<file path="config.mk">
export PLATFORM = sky130hd
export DESIGN_NAME = spi_seq_top
export DESIGN_NICKNAME = d
export VERILOG_FILES = /design/src/rtl/spi_seq_pkg.sv /design/src/rtl/spi_seq_rate_enc.sv /design/src/rtl/spi_seq_delay.sv /design/src/rtl/spi_seq_top.sv
export SDC_FILE = /design/constraint.sdc
export NUM_CORES = 1
export LEC_CHECK = 0
export BUFFER_PORTS_ARGS = -buffer_cell sky130_fd_sc_hd__buf_2
export CAP_MARGIN = 5
export CORE_ASPECT_RATIO = 1.25
export CORE_MARGIN = 2
export CORE_UTILIZATION = 42
export DETAILED_ROUTE_END_ITERATION = 6
export GPL_ROUTABILITY_DRIVEN = 1
export PLACE_DENSITY = 0.69
export SKIP_CTS_REPAIR_TIMING = 1
export SYNTH_ARGS = -nofsm -noshare
export SYNTH_HDL_FRONTEND = slang
export SYNTH_HIERARCHICAL = 1
export SYNTH_SLANG_ARGS = --single-unit
</file>
<file path="constraint.sdc">
create_clock -name clk -period 6.9 [get_ports clk]
set_input_delay 0.69 -clock clk [delete_from_list [all_inputs] [get_ports clk]]
set_output_delay 0.69 -clock clk [all_outputs]
set_load 0.05 [all_outputs]
</file>
<file path="src/rtl/spi_seq_pkg.sv">
package spi_seq_pkg;

    typedef enum logic [1:0] {
        SEQ_IDLE = 2'd0,
        SEQ_LOAD = 2'd1,
        SEQ_XFER = 2'd2,
        SEQ_WAIT = 2'd3
    } seq_state_e;

    typedef enum logic [1:0] {
        MSG_BUSY = 2'd0,
        MSG_OK   = 2'd1,
        MSG_ERR  = 2'd2
    } msg_stat_e;

    localparam int          BYTE_W    = 8;
    localparam logic [7:0]  FILL_BYTE = 8'h00;
    localparam int          FIELD_MAX = 7;

endpackage

</file>
<file path="src/rtl/spi_seq_rate_enc.sv">
module spi_seq_rate_enc #(
    parameter int DIV_W = 16
) (
    input  logic [DIV_W-1:0] div_i,
    output logic [7:0]       rate_o
);
    localparam int SW = $clog2(DIV_W + 2);

    logic [DIV_W:0] pre;
    logic [SW-1:0]  shf;

    // Halve the prescaler until it fits three bits, counting halvings
    always_comb begin
        pre = ({1'b0, div_i} + 1'b1) >> 1;
        if (pre == '0) begin
            pre = 1;
        end
        shf = '0;
        for (int i = 0; i < DIV_W; i++) begin
            if (((pre - 1'b1) & ~(DIV_W+1)'(7)) != '0) begin
                pre = (pre + 1'b1) >> 1;
                shf = shf + 1'b1;
            end
        end
        pre = pre - 1'b1;
        if (shf > SW'(spi_seq_pkg::FIELD_MAX)) begin
            rate_o = {1'b0, 3'd7, 1'b0, 3'd7};
        end else begin
            rate_o = {1'b0, pre[2:0], 1'b0, shf[2:0]};
        end
    end

endmodule

</file>
<file path="src/rtl/spi_seq_delay.sv">
module spi_seq_delay #(
    parameter int CNT_W = 16,
    parameter int DLY_W = 12
) (
    input  logic             clk,
    input  logic             rst_n,
    input  logic             arm_i,
    input  logic [DLY_W-1:0] dly_i,
    output logic             due_o
);
    logic [CNT_W-1:0] now_q;
    logic [CNT_W-1:0] dead_q;
    logic [CNT_W-1:0] diff;

    always_ff @(posedge clk or negedge rst_n) begin
        if (!rst_n) begin
            now_q  <= '0;
            dead_q <= '0;
        end else begin
            now_q <= now_q + 1'b1;
            if (arm_i) begin
                dead_q <= now_q + CNT_W'(dly_i);
            end
        end
    end

    // Signed distance keeps the compare valid across counter wrap
    always_comb begin
        diff  = now_q - dead_q;
        due_o = !diff[CNT_W-1];
    end

    p_zero_delay_due_r8: assert property (@(posedge clk) disable iff (!rst_n)
        (arm_i && dly_i == '0) |=> due_o)
        else $error("zero delay not due on the next cycle");

endmodule

</file>
<file path="src/rtl/spi_seq_top.sv">
module spi_seq_top
    import spi_seq_pkg::*;
#(
    parameter int LEN_W = 8,
    parameter int DLY_W = 12,
    parameter int CNT_W = 16,
    parameter int DIV_W = 16,
    parameter int XF_W  = 4
) (
    input  logic                   clk,
    input  logic                   rst_n,
    input  logic                   msg_valid,
    output logic                   msg_ready,
    input  logic [2:0]             msg_mode,
    input  logic [DIV_W-1:0]       msg_div,
    input  logic                   xd_valid,
    output logic                   xd_ready,
    input  logic [LEN_W-1:0]       xd_len,
    input  logic                   xd_has_tx,
    input  logic                   xd_has_rx,
    input  logic [DLY_W-1:0]       xd_dly,
    input  logic                   xd_cs_chg,
    input  logic                   xd_last,
    input  logic [7:0]             tx_byte,
    output logic                   tx_pop,
    output logic                   rx_push,
    output logic [7:0]             rx_byte,
    output logic                   eng_cfg_we,
    output logic [2:0]             eng_mode,
    output logic [7:0]             eng_rate,
    output logic                   eng_wr,
    output logic [7:0]             eng_wdata,
    input  logic                   eng_done,
    input  logic [7:0]             eng_rdata,
    input  logic                   eng_wcol,
    input  logic                   eng_modf,
    output logic                   cs_n,
    output logic                   msg_done,
    output logic [1:0]             msg_status,
    output logic [LEN_W+XF_W-1:0]  msg_actual
);
    localparam int ACT_W = LEN_W + XF_W;

    seq_state_e       st_q, st_d;
    msg_stat_e        stat_q;
    logic [LEN_W-1:0] rem_q, len_q;
    logic [DLY_W-1:0] dly_q;
    logic             src_q, snk_q, last_q, chg_pend_q;
    logic [ACT_W-1:0] act_q;
    logic [7:0]       rate_w;
    logic             due_w;
    logic             ev_wcol, ev_modf, ev_good, ev_final;
    logic [7:0]       load_byte, next_byte;

    spi_seq_rate_enc #(.DIV_W(DIV_W)) u_rate (
        .div_i  (msg_div),
        .rate_o (rate_w)
    );

    spi_seq_delay #(.CNT_W(CNT_W), .DLY_W(DLY_W)) u_dly (
        .clk   (clk),
        .rst_n (rst_n),
        .arm_i (ev_final),
        .dly_i (dly_q),
        .due_o (due_w)
    );

    // Engine completion decode, collision first
    always_comb begin
        ev_wcol   = (st_q == SEQ_XFER) && eng_done && eng_wcol;
        ev_modf   = (st_q == SEQ_XFER) && eng_done && !eng_wcol && eng_modf;
        ev_good   = (st_q == SEQ_XFER) && eng_done && !eng_wcol && !eng_modf;
        ev_final  = ev_good && (rem_q == LEN_W'(1));
        load_byte = xd_has_tx ? tx_byte : FILL_BYTE;
        next_byte = src_q ? tx_byte : FILL_BYTE;
    end

    // Handshakes that must coincide with the consuming edge
    always_comb begin
        msg_ready = (st_q == SEQ_IDLE) && msg_valid;
        xd_ready  = (st_q == SEQ_LOAD) && xd_valid;
        tx_pop    = (xd_ready && xd_has_tx) || (ev_good && !ev_final && src_q);
    end

    // Next-state logic
    always_comb begin
        st_d = st_q;
        unique case (st_q)
            SEQ_IDLE: if (msg_valid) st_d = SEQ_LOAD;
            SEQ_LOAD: if (xd_valid)  st_d = SEQ_XFER;
            SEQ_XFER: begin
                if (ev_modf)       st_d = SEQ_IDLE;
                else if (ev_final) st_d = SEQ_WAIT;
            end
            SEQ_WAIT: if (due_w) st_d = last_q ? SEQ_IDLE : SEQ_LOAD;
        endcase
    end

    // State register
    always_ff @(posedge clk or negedge rst_n) begin
        if (!rst_n) st_q <= SEQ_IDLE;
        else        st_q <= st_d;
    end

    // Outputs and transfer context
    always_ff @(posedge clk or negedge rst_n) begin
        if (!rst_n) begin
            eng_cfg_we <= 1'b0;
            eng_mode   <= '0;
            eng_rate   <= '0;
            eng_wr     <= 1'b0;
            eng_wdata  <= '0;
            rx_push    <= 1'b0;
            rx_byte    <= '0;
            cs_n       <= 1'b1;
            msg_done   <= 1'b0;
            stat_q     <= MSG_OK;
            act_q      <= '0;
            rem_q      <= '0;
            len_q      <= '0;
            dly_q      <= '0;
            src_q      <= 1'b0;
            snk_q      <= 1'b0;
            last_q     <= 1'b0;
            chg_pend_q <= 1'b0;
        end else begin
            eng_cfg_we <= 1'b0;
            eng_wr     <= 1'b0;
            rx_push    <= 1'b0;
            msg_done   <= 1'b0;
            unique case (st_q)
                SEQ_IDLE: begin
                    if (msg_valid) begin
                        eng_cfg_we <= 1'b1;
                        eng_mode   <= msg_mode;
                        eng_rate   <= rate_w;
                        chg_pend_q <= 1'b1;
                        stat_q     <= MSG_BUSY;
                        act_q      <= '0;
                    end
                end
                SEQ_LOAD: begin
                    if (xd_valid) begin
                        len_q      <= xd_len;
                        rem_q      <= xd_len;
                        dly_q      <= xd_dly;
                        src_q      <= xd_has_tx;
                        snk_q      <= xd_has_rx;
                        last_q     <= xd_last;
                        chg_pend_q <= xd_cs_chg;
                        if (chg_pend_q) cs_n <= 1'b0;
                        eng_wr     <= 1'b1;
                        eng_wdata  <= load_byte;
                    end
                end
                SEQ_XFER: begin
                    if (ev_wcol) begin
                        eng_wr <= 1'b1;
                    end else if (ev_modf) begin
                        cs_n     <= 1'b1;
                        msg_done <= 1'b1;
                        stat_q   <= MSG_ERR;
                    end else if (ev_good) begin
                        if (snk_q) begin
                            rx_push <= 1'b1;
                            rx_byte <= eng_rdata;
                        end
                        rem_q <= rem_q - 1'b1;
                        if (!ev_final) begin
                            eng_wr    <= 1'b1;
                            eng_wdata <= next_byte;
                        end
                    end
                end
                SEQ_WAIT: begin
                    if (due_w) begin
                        act_q <= act_q + ACT_W'(len_q);
                        if (last_q) begin
                            cs_n     <= 1'b1;
                            msg_done <= 1'b1;
                            stat_q   <= MSG_OK;
                        end else if (chg_pend_q) begin
                            cs_n <= 1'b1;
                        end
                    end
                end
            endcase
        end
    end

    assign msg_status = stat_q;
    assign msg_actual = act_q;

    p_cs_on_write_r10: assert property (@(posedge clk) disable iff (!rst_n)
        eng_wr |-> !cs_n)
        else $error("byte written with chip select released");

    p_cfg_on_accept_r2: assert property (@(posedge clk) disable iff (!rst_n)
        msg_ready |=> (eng_cfg_we && msg_status == MSG_BUSY))
        else $error("accepted message not configured");

    p_resend_same_r6: assert property (@(posedge clk) disable iff (!rst_n)
        ev_wcol |=> (eng_wr && $stable(eng_wdata) && !rx_push))
        else $error("collision not answered by a resend");

    p_fault_abort_r7: assert property (@(posedge clk) disable iff (!rst_n)
        ev_modf |=> (cs_n && msg_done && msg_status == MSG_ERR))
        else $error("mode fault not reported");

    p_push_after_done_r5: assert property (@(posedge clk) disable iff (!rst_n)
        rx_push |-> $past(eng_done))
        else $error("receive push without completion");

    p_idle_quiet_r11: assert property (@(posedge clk) disable iff (!rst_n)
        (st_q == SEQ_IDLE && eng_done) |=> (!rx_push && !msg_done && !eng_wr))
        else $error("idle completion had an effect");

    p_single_event_r9: assert property (@(posedge clk) disable iff (!rst_n)
        $onehot0({msg_done, eng_wr, eng_cfg_we}))
        else $error("overlapping sequencer strobes");

endmodule

</file>
==> metrics.md <==
| Metric | Value |
|---|---|
| Slowest stage delay, CP | 0.57 ns |
| Setup-failing EPs final | 6 |
| Final period util | 326% |
| Worst slew pin tran | 1.01 ns |
| Worst-Skew Late Latency | 0.37 ns |
| Setup TNS Final | -93.01 ns |
| Fin crit period | 22.52 ns |
| GRT overflow | 0 |
| Synth cell types | 139 |
| Worst reg-to-reg path cell count | 7 |
| CP Max Fanout | 8 |
| Post-Syn Instances | 2145 |
| CP most frequent cell | ha_4 |
| Worst setup startpoint | msg_div[1] |
| Final Max Tran Viols | 0 |
| Share of post-route cells with drive strength above 1 | 43.6% |
| Worst slew margin | 32.3% |
| Post-Synthesis Cell Area | 16900 um^2 |
| H-tree depth | 3 |
| Io pins | 115 |
| Clock skew | 0.0142 ns |
| Fmax | 44.4 MHz |
| Seq/Total Area, Yosys | 16.6% |
| Placer Congestion | 0.998 |
| Asr flop ratio synth | 100% |
| Clock Path Buffers | 2 |
| Dpl cell area | 24000 um^2 |
| Root Driver | clkbuf_16 |
| CTS Sinks | 112 |
| Critical Path End Type | flop |
| Die H | 228 um |
| Largest net degree at the start of global routing | 81 |
| Capturing point of the worst reg2reg path | u_dly/dead_q[11] |
| Nets | 3155 |
| Synthesized area per cell | 7.88 um^2 |
| Tightest Hold Check Type | primary input to asynchronous set/reset pin |
| Synth Warn # | 6 |
| Kind of critical path | primary input to flop |
| Global-route wire length before repair | 98500 um |
| PortBufs | 114 |
| Max-cap violations | 0 |
| Setup ws final | -15.62 ns |
| P&R area growth vs syn | 49.5% |
| Post-synthesis register bit count | 112 |
| Post-DR vias/cell | 5.88 |
| Failing checks | setup timing |
| # diodes | 0 |
| Setup slack, reg-to-reg | 3.33 ns |
| FF/Latch Area | 2810 um^2 |
| Crit path buf inv count | 18 |
| Largest area contributor in the netlist | dfrtp_1 |
| Status | complete, but fails checks |
| Layout fillers | 3422 |
| CTS clk-pin slew, worst paths | 0.08 ns |
| Initial antenna violation count | 0 |
| Drt initial violations | 1092 |
| Antenna-violating nets left | 0 |
| Number of global-route vias before repair | 20700 |
| Initial Util | 42.3% |
| Tot GR Track Use | 28.1% |
| Average wire per standard cell | 17.6 um |
| RSZ-0062 raised after global routing | yes |
| Reg-to-Reg Start | st_q[0] |
| Multi-input gate area | 14400 um^2 |
| Post-synth EDFFs | 0 |
| Ys flop type | dfrtp_1 |
| Final WL | 61700 um |
| Yosys top cell area share | 16.3% |
| Design Area, Final | 25300 um^2 |
| Critical Path RT | 7.15 ns |
| Slowest CP cell | or4_4 |
| Die span in x | 183 um |
| Delay-heaviest family, CP | compound AO/OA/AOI/OAI gates |
| Vias | 20600 |
| CP Launch Type | primary input |
| Core Area | 39900 um^2 |
| Hpwl dp | 50100 um |
| Final core utilization | 63.3% |
| Full die area | 41900 um^2 |
| Area contributors post-synth | dfrtp_1, ha_1, xnor2_1 |
| Row cnt | 82 |
| Num CTS Buffers | 9 |
| Final Hold Vio Count | 0 |
| DRC | 0 |
| Total iterations of the first detailed-routing run | 6 |
| CTS tree | yes |
| Worst EP arrival | 22.77 ns |
stage by stage:
stage	hold WS (ns)	cells	worst slack (ns)
2_1_floorplan	0.394	2146	-17.56
3_3_place_gp	0.472	3442	-15.70
3_5_place_dp	0.490	3442	-16.41
4_1_cts	0.255	3458	-16.04
5_1_grt	0.274	3504	-16.67
6_report	0.257	3504	-15.62
layout make-up:
class	instances	area share (%)
Clock buffer	10	0.946
Clock inverter	6	0.391
Inverter	112	1.69
Multi-Input combinational cell	1843	56.9
Sequential cell	112	11.1
Tap cell	504	2.50
Timing Repair Buffer	917	26.4
cells by family after synthesis:
logic type	synth area share [%]
AND/OR/NAND/NOR	26.7
AO/OA/AOI/OAI	28.5
buffers and inverters	4.99
XOR/XNOR	8.91
flip-flops	16.6
multiplexers	7.19
adder cells (fa/ha/maj)	7.05
other	0.0222
flip-flops by register name (all words and copies together), names as in the netlist, 2 cells and up:
register,flops
eng_rate,8
u_dly/now_q,16
rem_q,8
dly_q,12
st_q,2
len_q,8
rx_byte,8
msg_actual,12
u_dly/dead_q,16
eng_wdata,8
msg_status,2
eng_mode,3
worst max path at each step:
stage | endpoint | slack, ns | cells after the start
after detailed placement | eng_rate[6] | -16.41 | 127
after global routing | eng_rate[6] | -16.67 | 137
final | eng_rate[6] | -15.62 | 132
after global placement | eng_rate[4] | -15.70 | 124
after CTS | eng_rate[6] | -16.04 | 127
after floorplan | eng_rate[6] | -17.56 | 140
metal layers:
| metal | vias to the layer above | wire length, um | share of wire, % | global-route usage, % |
|---|---|---|---|---|
| li1 | 9828 | - | - | - |
| met1 | 9876 | 23600 | 38 | 30.1 |
| met2 | 696 | 32500 | 53 | 54.2 |
| met3 | 211 | 2350 | 3.8 | 2.03 |
| met4 | 0 | 3190 | 5.2 | 14.4 |
| met5 | - | 0 | 0 | 0 |
cells in the final DEF, fill, tap and decap left out, drive strengths merged, types with 11 or more instances in the layout:
master | synthesis | routed
a31o | 13 | 13
a2111oi | 14 | 14
nor2b | 12 | 12
o21a | 11 | 11
o22ai | 17 | 17
dfrtp | 110 | 110
inv | 110 | 111
a211oi | 34 | 34
and2 | 29 | 29
ha | 92 | 92
a21o | 28 | 28
a31oi | 27 | 27
or2 | 25 | 25
a221oi | 12 | 12
o211ai | 33 | 33
and3 | 37 | 37
nor3b | 11 | 11
or4 | 18 | 18
nor4 | 52 | 52
mux2 | 72 | 72
a21oi | 117 | 117
mux2i | 35 | 35
nand2b | 19 | 19
o31ai | 29 | 29
nor2 | 160 | 160
buf | 47 | 917
nand4 | 39 | 39
nand2 | 208 | 208
o21ai | 118 | 118
nand3 | 91 | 91
a21boi | 18 | 18
and4 | 16 | 16
nor3 | 70 | 70
a211o | 21 | 21
or3 | 23 | 23
xnor2 | 127 | 127
xor2 | 39 | 39
synth_stat cells, types with 9 or more instances:
master	count
and3_1	37
a21oi_1	109
dfrtp_1	110
o21ai_0	96
nand3_1	89
or4_1	14
mux2_2	67
and2_1	25
xnor2_1	124
or3_1	22
nand4_1	37
and4_1	15
buf_2	24
a22o_1	10
nand2b_1	19
o21ai_1	18
a21boi_0	11
a31oi_1	27
nor2b_1	12
o31ai_1	23
a31o_2	9
clkbuf_1	32
o22ai_1	17
a221oi_1	10
nand2_1	203
a211oi_1	24
o211ai_1	27
or2_2	18
buf_4	11
mux2i_1	32
nor4_1	47
o21a_1	11
nor2_1	156
ha_1	92
o21bai_1	9
a21o_1	28
nor3b_1	9
a211o_1	19
inv_1	104
xor2_1	38
nor3_1	64
Power is left out: the tool's default activity adds up to more than one toggle a clock period on the data nets, which glitch-free logic cannot reach.
